[config.mk]
export PLATFORM = sky130hd
export DESIGN_NAME = strict_order_gate
export DESIGN_NICKNAME = d
export VERILOG_FILES = /design/src/rtl/so_pkg.sv /design/src/rtl/so_track.sv /design/src/rtl/so_gate.sv /design/src/rtl/so_page_xing.sv /design/src/rtl/so_barrier.sv /design/src/rtl/strict_order_gate.sv
export SDC_FILE = /design/constraint.sdc
export NUM_CORES = 1
export LEC_CHECK = 0
export ABC_AREA = 1
export BUFFER_PORTS_ARGS = -buffer_cell sky130_fd_sc_hd__buf_2
export CAP_MARGIN = 30
export CELL_PAD_IN_SITES_DETAIL_PLACEMENT = 0
export CELL_PAD_IN_SITES_GLOBAL_PLACEMENT = 1
export CORE_ASPECT_RATIO = 0.8
export CORE_MARGIN = 3
export CORE_UTILIZATION = 36
export CTS_CLUSTER_SIZE = 40
export DETAILED_ROUTE_END_ITERATION = 8
export GPL_ROUTABILITY_DRIVEN = 1
export PLACE_DENSITY_LB_ADDON = 0.1
export SYNTH_ARGS = -nofsm -noshare
export SYNTH_HDL_FRONTEND = slang
export SYNTH_SLANG_ARGS = --single-unit
[constraint.sdc]
create_clock -name clk -period 2.9 [get_ports clk]
set_input_delay 0.145 -clock clk [delete_from_list [all_inputs] [get_ports clk]]
set_output_delay 0.145 -clock clk [all_outputs]
set_load 0.02 [all_outputs]
[src/rtl/so_pkg.sv]
package so_pkg;
  localparam int PAGE_BITS = 12;

  typedef enum logic [1:0] {
    GATE_OPEN   = 2'd0,
    GATE_DRAIN  = 2'd1,
    GATE_FENCED = 2'd2,
    GATE_FULL   = 2'd3
  } gate_e;
endpackage

[src/rtl/so_track.sv]
module so_track #(
  parameter int CW = 4
) (
  input  logic          clk,
  input  logic          rst_n,
  input  logic          issue,
  input  logic          issue_strict,
  input  logic          rsp_valid,
  output logic [CW-1:0] cnt,
  output logic          busy,
  output logic          cnt_zero,
  output logic          cnt_full
);
  localparam logic [CW-1:0] CNT_MAX = {CW{1'b1}};
  localparam logic [CW-1:0] ONE     = {{(CW-1){1'b0}}, 1'b1};

  logic rsp_ok;
  assign rsp_ok   = rsp_valid && (cnt != '0);
  assign cnt_zero = (cnt == '0);
  assign cnt_full = (cnt == CNT_MAX);

  always_ff @(posedge clk or negedge rst_n) begin
    if (!rst_n) begin
      cnt  <= '0;
      busy <= 1'b0;
    end else begin
      case ({issue, rsp_ok})
        2'b10:   cnt <= cnt + ONE;
        2'b01:   cnt <= cnt - ONE;
        default: cnt <= cnt;
      endcase
      if (issue && issue_strict) busy <= 1'b1;
      else if (busy && rsp_ok)   busy <= 1'b0;
    end
  end
endmodule

[src/rtl/so_gate.sv]
module so_gate
  import so_pkg::*;
(
  input  logic  req_strict,
  input  logic  busy,
  input  logic  cnt_zero,
  input  logic  cnt_full,
  output gate_e state
);
  always_comb begin
    if (busy)            state = GATE_FENCED;
    else if (req_strict) state = cnt_zero ? GATE_OPEN : GATE_DRAIN;
    else                 state = cnt_full ? GATE_FULL : GATE_OPEN;
  end
endmodule

[src/rtl/so_page_xing.sv]
module so_page_xing
  import so_pkg::*;
#(
  parameter int AW = 32,
  parameter int SW = 3,
  parameter int BW = 4
) (
  input  logic [AW-1:0] addr,
  input  logic [SW-1:0] size,
  input  logic [BW-1:0] beats,
  output logic          xing
);
  localparam int XW = AW + 1;

  logic [XW-1:0] span;
  logic [XW-1:0] last;
  logic          multi;

  assign multi = (beats > {{(BW-1){1'b0}}, 1'b1});
  assign span  = {{(XW-BW){1'b0}}, beats} << size;
  assign last  = {1'b0, addr} + span - {{(XW-1){1'b0}}, 1'b1};
  assign xing  = multi && (last[XW-1:PAGE_BITS] != {1'b0, addr[AW-1:PAGE_BITS]});
endmodule

[src/rtl/so_barrier.sv]
module so_barrier (
  input  logic clk,
  input  logic rst_n,
  input  logic bar_req,
  input  logic idle,
  output logic bar_done
);
  logic served;

  assign bar_done = bar_req && idle && !served;

  always_ff @(posedge clk or negedge rst_n) begin
    if (!rst_n) served <= 1'b0;
    else        served <= bar_req && (served || bar_done);
  end
endmodule

[src/rtl/strict_order_gate.sv]
module strict_order_gate
  import so_pkg::*;
#(
  parameter int AW = 32,
  parameter int SW = 3,
  parameter int BW = 4,
  parameter int CW = 4
) (
  input  logic          clk,
  input  logic          rst_n,
  input  logic          req_valid,
  output logic          req_ready,
  input  logic [AW-1:0] req_addr,
  input  logic [SW-1:0] req_size,
  input  logic [BW-1:0] req_beats,
  input  logic          req_write,
  input  logic          req_strict,
  input  logic          req_cacheable,
  input  logic          req_shared,
  output logic          bus_valid,
  input  logic          bus_ready,
  output logic [AW-1:0] bus_addr,
  output logic [SW-1:0] bus_size,
  output logic [BW-1:0] bus_beats,
  output logic          bus_write,
  output logic          bus_cacheable,
  output logic          bus_shared,
  input  logic          rsp_valid,
  input  logic          rsp_err,
  input  logic          bar_req,
  output logic          bar_done,
  input  logic          irqm_req,
  output logic          irqm_stall,
  output logic          ord_stall,
  output logic          so_err,
  output logic          page_xing
);
  logic [CW-1:0] out_cnt;
  logic          so_busy;
  logic          cnt_zero;
  logic          cnt_full;
  logic          open;
  logic          issue;
  logic          span_x;
  gate_e         gstate;

  so_track #(.CW(CW)) u_track (
    .clk          (clk),
    .rst_n        (rst_n),
    .issue        (issue),
    .issue_strict (req_strict),
    .rsp_valid    (rsp_valid),
    .cnt          (out_cnt),
    .busy         (so_busy),
    .cnt_zero     (cnt_zero),
    .cnt_full     (cnt_full)
  );

  so_gate u_gate (
    .req_strict (req_strict),
    .busy       (so_busy),
    .cnt_zero   (cnt_zero),
    .cnt_full   (cnt_full),
    .state      (gstate)
  );

  so_page_xing #(.AW(AW), .SW(SW), .BW(BW)) u_xing (
    .addr  (req_addr),
    .size  (req_size),
    .beats (req_beats),
    .xing  (span_x)
  );

  so_barrier u_bar (
    .clk      (clk),
    .rst_n    (rst_n),
    .bar_req  (bar_req),
    .idle     (cnt_zero && !so_busy),
    .bar_done (bar_done)
  );

  assign open      = (gstate == GATE_OPEN);
  assign bus_valid = req_valid && open;
  assign req_ready = bus_ready && open;
  assign issue     = req_valid && req_ready;
  assign ord_stall = req_valid && !open;

  assign bus_addr      = req_addr;
  assign bus_size      = req_size;
  assign bus_beats     = req_beats;
  assign bus_write     = req_write;
  assign bus_cacheable = req_cacheable && !req_strict;
  assign bus_shared    = req_shared || req_strict;

  assign irqm_stall = irqm_req && so_busy;
  assign so_err     = rsp_valid && rsp_err && so_busy;
  assign page_xing  = issue && req_strict && span_x;
endmodule

After elaboration in Yosys (flattened, before gate mapping). Index checks and enable logic that the tools add are counted.

Bits in registers: 6. Bits in latches: 0. Bits in writable memories: 0. Bits in read-only memories: 0. Input port bits: 51. Output and inout bits: 49. Memories kept: 0.

$add $sub $neg: 4. Multiply operators: 0. Divide/modulo/power cells: 0. Magnitude comparators: 1. Equality and inequality tests: 4. Shift operators: 1. Mux-type cells: 7. Bitwise logic cells: 0. Reduce and logical (&&, ||, !) cells: 28.

Operators with widths (count): $add A32 B33 Y33 (1); $shl A4 B3 Y33 (1); $sub A33 B1 Y33 const B (1); $ne A21 B20 Y1 (1); $logic_and A1 B1 Y1 (17); $pmux W4 S2 (1); $mux W2 (3); $add A4 B1 Y4 const B (1); $eq A4 B4 Y1 const B (1); $gt A4 B1 Y1 const B (1); $logic_not A1 Y1 (4); $logic_not A4 Y1 (1); $reduce_bool A2 Y1 (2); $reduce_bool A4 Y1 (1); $sub A4 B1 Y4 const B (1); $mux W1 (3); $eq A2 B1 Y1 const B (1); $eq A2 B2 Y1 const B (1); $logic_not A2 Y1 (1); $logic_or A1 B1 Y1 (2).

Depth between registers and ports, before layout.
Depth after elaboration: 9. Depth in mapped cells: 25.

Cells and area by module. From an unflattened synthesis, not the netlist that was laid out.

Cells, all modules: 657. Area total of the unflattened synthesis: 3623.5 µm².

By module, submodules not included: so_page_xing (instances 1, cells each 541, area an instance 2817.7 µm²); strict_order_gate (instances 1, cells each 61, area an instance 395.4 µm²); so_track (instances 1, cells each 44, area an instance 342.8 µm²); so_barrier (instances 1, cells each 6, area an instance 43.8 µm²); so_gate (instances 1, cells each 5, area an instance 23.8 µm²).

Least setup slack after synthesis. No wires, ideal clock.

Path kind: in2out. From: input req_size[0]. To: output page_xing. Arrival: 2.660 ns. Required time: 2.755 ns. Setup slack: 0.095 ns. Stages: 22. Cell sequence: buf_6 -> o21ai_0 -> nand2_1 -> o21ai_0 -> nand2_1 -> ha_1 -> inv_1 -> ha_1 -> a21oi_1 -> nor2_1 -> nor2_1 -> o21ai_0 -> inv_1 -> nand2_2 -> nand3_2 -> nand2_2 -> xor2_1 -> nand2_1 -> nor2_1 -> nand3_1 -> nor2_1 -> nor2_1.

Longest elaborated chain between the ends: 6.

Ends and longest elaborated chain: start, declared (line strict_order_gate.sv:14) `input logic [SW-1:0] req_size,`; $shl A4 B3 Y33 (line so_page_xing.sv:20) `assign span = {{(XW-BW){1'b0}}, beats} << size;`; $add A32 B33 Y33 (line so_page_xing.sv:21) `assign last = {1'b0, addr} + span - {{(XW-1){1'b0}}, 1'b1};`; $sub A33 B1 Y33 (line so_page_xing.sv:21); $ne A21 B20 Y1 (line so_page_xing.sv:22) `assign xing = multi && (last[XW-1:PAGE_BITS] != {1'b0, addr[AW-1:PAGE_BITS]});`; $logic_and A1 B1 Y1 (line so_page_xing.sv:22); $logic_and A1 B1 Y1 (line strict_order_gate.sv:97) `assign page_xing = issue && req_strict && span_x;`; end, declared (line strict_order_gate.sv:36) `output logic page_xing`.

Every way passes these cells.

Final worst setup path. Ends and elaborated chain as after synthesis.

==> impl_table.tex <==
\begin{tabular}{lr}
\hline
Metric & Value \\
\hline
\multicolumn{2}{l}{\textbf{Outcome}} \\
Run status & finished with violations \\
Violations in the final reports & setup timing \\
\multicolumn{2}{l}{\textbf{Timing}} \\
Final number of hold-violating endpoints & 0 \\
Worst slew pin tran & 0.4684 ns \\
Max-slew violations & 0 \\
Part of the cycle the worst path needs & 103.2\% \\
Setup TNS after final layout & -0.09301 ns \\
Setup skew after layout & 0.002461 ns \\
Worst Setup Slack, final & -0.09301 ns \\
FMAX & 0.3341 GHz \\
Rel. slew slack & 68.67\% \\
RSZ-0062 raised after global routing & true \\
Final setup violation count & 1 \\
Minimum period implied by the final worst setup slack & 2.993 ns \\
\multicolumn{2}{l}{\textbf{GRT}} \\
Pin count of the biggest net entering global routing & 10 \\
Total Routing Usage GR & 18.57\% \\
Vias in the first global route & 3,508 \\
GRT Residual Overflow & 0 \\
Number of antenna violations at the first check in global routing & 0 \\
First-pass GRT wire length & 16.50 mm \\
\multicolumn{2}{l}{\textbf{Synth}} \\
Proportion of register bits with asynchronous set or reset after synthesis & 100.0\% \\
Yosys warnings & 0 \\
FF+latch count, synth & 6 \\
Distinct cell type count after synthesis & 39 \\
Mapped cell area & 3451 um2 \\
Synth area leader & sky130\_fd\_sc\_hd\_\_ha\_1 \\
Count of mapped cells out of synthesis & 611 \\
Net count after synthesis & 706 \\
Synthesized area per cell & 5.648 um2 \\
Post-synth EDFFs & 0 \\
Proportion of netlist area held by the largest area contributor & 15.59\% \\
Post-synth top cells & 140 x sky130\_fd\_sc\_hd\_\_nand2\_1, 124 x sky130\_fd\_sc\_hd\_\_inv\_1, 68 x sky130\_fd\_sc\_hd\_\_nor2\_1, 43 x sky130\_fd\_sc\_hd\_\_ha\_1, 40 x sky130\_fd\_sc\_hd\_\_buf\_4 \\
Part of the Yosys area used for sequential elements & 4.351\% \\
Primary flip-flop cell chosen by synthesis mapping & sky130\_fd\_sc\_hd\_\_dfrtp\_1 \\
Library cell with the highest instance count after synthesis & sky130\_fd\_sc\_hd\_\_nand2\_1 \\
Top cells by area, synth & sky130\_fd\_sc\_hd\_\_ha\_1 16\%, sky130\_fd\_sc\_hd\_\_nand2\_1 15\%, sky130\_fd\_sc\_hd\_\_inv\_1 13\% \\
\multicolumn{2}{l}{\textbf{Detailed routing}} \\
Number of vias per cell & 4.852 \\
Initial detailed-routing violation count & 210 \\
Total vias in the final route & 3,959 \\
DR pass1 iterations & 5 \\
WL final & 10.36 mm \\
Antenna viol nets, final & 0 \\
Wire length per cell & 12.70 um \\
Post-detailed-route DRC marker count & 0 \\
\multicolumn{2}{l}{\textbf{Die}} \\
Core region area & 9193 um2 \\
Total die area & 10,800 um2 \\
I/O Pins & 100 \\
Die width & 115.5 um \\
Number of cell rows & 31 \\
Height of the chip & 93.57 um \\
Starting density of the core & 37.54\% \\
\multicolumn{2}{l}{\textbf{Pwr}} \\
Clk network pwr share & 13.7\% \\
Max rail drop VDD & 0.1999 mV \\
Overall Power & 1620 uW \\
Sequential cell fraction of total power & 10.2\% \\
Areal power density over the cells & 356.0 nW/um2 \\
Total internal power & 799.3 uW \\
Switching power total & 821.0 uW \\
Logic gate share of total power & 76.0\% \\
Cell leakage power & 0.002517 uW \\
Fraction of power spent switching nets & 50.67\% \\
\multicolumn{2}{l}{\textbf{Cells and area}} \\
Share of cells above drive strength 1 & 34.09\% \\
Filler Cells Inserted & 1,014 \\
Number of non-filler instances in the completed layout & 816 \\
Signed area change from the synthesized netlist to the final layout & 31.91\% \\
Number of nets in the layout & 798 \\
Inserted Diodes & 0 \\
\multicolumn{2}{l}{\textbf{Setup path}} \\
Required time of the critical path & 2.76 ns \\
Start-to-end type of the worst setup path & in -> out \\
Worst path arrival time & 2.85 ns \\
Setup crit start kind & input pin \\
Critical Path Sink Type & output pin \\
Maximum fanout encountered on the critical timing path & 5 \\
\multicolumn{2}{l}{\textbf{Clock network}} \\
Total number of clock tree sinks & 6 \\
Number of buffers created by CTS & 3 \\
CTS tree & done \\
Htree depth & 1 \\
Later-pin clock latency in the skew report & 0.23 ns \\
Root cell of the clock tree & sky130\_fd\_sc\_hd\_\_clkbuf\_16 \\
Clock slew at reported path FFs & 0.03 ns \\
Buffer depth of the longest clock path & 2 \\
\multicolumn{2}{l}{\textbf{Run}} \\
Max cap viols & 0 \\
\multicolumn{2}{l}{\textbf{Place}} \\
Number of port buffers & 97 \\
Final weighted congestion in routability-driven placement & 0.8874 \\
Cell total after placement & 809 \\
Detailed Place HPWL & 8.900 mm \\
\multicolumn{2}{l}{\textbf{Hold path}} \\
Worst min-delay path category & in -> reg \\
\hline
\end{tabular}
[layer usage]
metal	track usage, %	wire length [um]	up-vias
met5	0	0	-
met4	1.369	23	0
met3	1.294	576	4
met2	27.79	4141	115
met1	29.76	5618	1763
li1	-	-	2077
[worst paths after layout]
| check | from | end | slack [ns] | depth (start not counted) |
|---|---|---|---|---|
| hold / removal | bar_req | u_bar.served$_DFF_PN0_ | 0.16 | 3 |
| hold reg to reg | u_bar.served$_DFF_PN0_ | u_bar.served$_DFF_PN0_ | 0.51 | 2 |
| setup reg to reg | u_track.cnt[1]$_DFFE_PN0P_ | u_track.cnt[3]$_DFFE_PN0P_ | 0.30 | 13 |
| min in group asynchronous | rst_n | u_track.busy$_DFFE_PN0P_ | 0.28 | 2 |
| setup / recovery | req_size[0] | page_xing | -0.09 | 24 |
| max in group asynchronous | rst_n | u_track.cnt[2]$_DFFE_PN0P_ | 2.48 | 2 |
[power groups by stage]
stage	combinational (uW)	sequential, uW	clock, uW
floorplan	760	147	0
global placement	1030	158	0
detailed placement	1030	160	0
CTS	1180	159	225
global route	1380	169	228
finish	1230	166	223
[registers in the layout, indices dropped and copies added (netlist names)]
register	flops
u_track.cnt	4
u_bar.served	1
u_track.busy	1
[timing repair]
item,in CTS,in global routing
endpoints found under the hold margin,6,0
endpoints found under the setup margin,1,2
gates cloned,0,1
pin swaps,44,37
hold buffers,1,0
resized for setup,89,33
buffers inserted,1,1
[cell families (layout without fill, tap and decap cells)]
kind of cell / Yosys count / in the layout / share of synthesized area, %
AND/OR/NAND/NOR: 278 / 278 / 34.63
buffers and inverters: 168 / 258 / 23.13
AO/OA/AOI/OAI: 89 / 89 / 15.08
adder cells (fa/ha/maj): 44 / 44 / 16.17
XOR/XNOR: 25 / 25 / 6.345
flip-flops: 6 / 6 / 4.351
multiplexers: 1 / 1 / 0.2901
[through the flow]
stage | setup slack (ns) | hold WS (ns) | utilization (%) | cell area [um2]
floorplan | 0.09514 | -0.1506 | - | 3451
global placement | -0.4023 | -0.02730 | 43.13 | 3965
detailed placement | -0.4663 | -0.02425 | 43.13 | 3965
CTS | -0.08476 | 0.1584 | 47.88 | 4402
global route | -0.3083 | 0.1643 | 49.52 | 4552
finish | -0.09301 | 0.1616 | 49.52 | 4552
[final cells by class]
class | instances | area, um2 | area share (%)
sequential | 6 | 150.1 | 3.299
clock buffer | 3 | 75.07 | 1.649
timing repair buffer | 129 | 792.0 | 17.40
inverter | 126 | 475.5 | 10.45
tap | 115 | 143.9 | 3.161
multi-input combinational | 437 | 2915 | 64.05
[layout by cell type (no fill, tap or decap), types with 5 or more instances in the layout]
cell	count
sky130_fd_sc_hd__o21ai_0	16
sky130_fd_sc_hd__ha_1	33
sky130_fd_sc_hd__nand3_2	8
sky130_fd_sc_hd__a21oi_2	10
sky130_fd_sc_hd__inv_2	12
sky130_fd_sc_hd__buf_4	30
sky130_fd_sc_hd__buf_2	91
sky130_fd_sc_hd__o21ai_2	6
sky130_fd_sc_hd__a21oi_1	23
sky130_fd_sc_hd__nand2_1	119
sky130_fd_sc_hd__ha_4	10
sky130_fd_sc_hd__nand4_1	6
sky130_fd_sc_hd__nand2_2	31
sky130_fd_sc_hd__dfrtp_1	6
sky130_fd_sc_hd__inv_1	113
sky130_fd_sc_hd__nand2_4	5
sky130_fd_sc_hd__xnor2_1	14
sky130_fd_sc_hd__nor2_2	7
sky130_fd_sc_hd__nand3_1	29
sky130_fd_sc_hd__nor2_1	58
sky130_fd_sc_hd__a21o_1	5
sky130_fd_sc_hd__o21ai_1	6
sky130_fd_sc_hd__xor2_1	10
[critical path, cell delays in order]
cell                      delay, ns
sky130_fd_sc_hd__buf_12        0.12
sky130_fd_sc_hd__mux2i_4       0.19
sky130_fd_sc_hd__nor2_1        0.10
sky130_fd_sc_hd__nand2_1       0.08
sky130_fd_sc_hd__ha_1          0.30
sky130_fd_sc_hd__inv_2         0.05
sky130_fd_sc_hd__ha_4          0.25
sky130_fd_sc_hd__buf_6         0.12
sky130_fd_sc_hd__nand2_4       0.06
sky130_fd_sc_hd__inv_2         0.04
sky130_fd_sc_hd__a21oi_2       0.15
sky130_fd_sc_hd__o21a_1        0.22
sky130_fd_sc_hd__nand2_4       0.09
sky130_fd_sc_hd__nand2_2       0.08
sky130_fd_sc_hd__nand2_2       0.07
sky130_fd_sc_hd__nand2_2       0.07
sky130_fd_sc_hd__nand2_1       0.05
sky130_fd_sc_hd__nand2_1       0.06
sky130_fd_sc_hd__nand2_1       0.05
sky130_fd_sc_hd__nor2_1        0.12
sky130_fd_sc_hd__nand3_1       0.10
sky130_fd_sc_hd__nor2_2        0.13
sky130_fd_sc_hd__nor2_1        0.05
sky130_fd_sc_hd__buf_4         0.16
No activity file was read; power rests on OpenSTA's default activity.
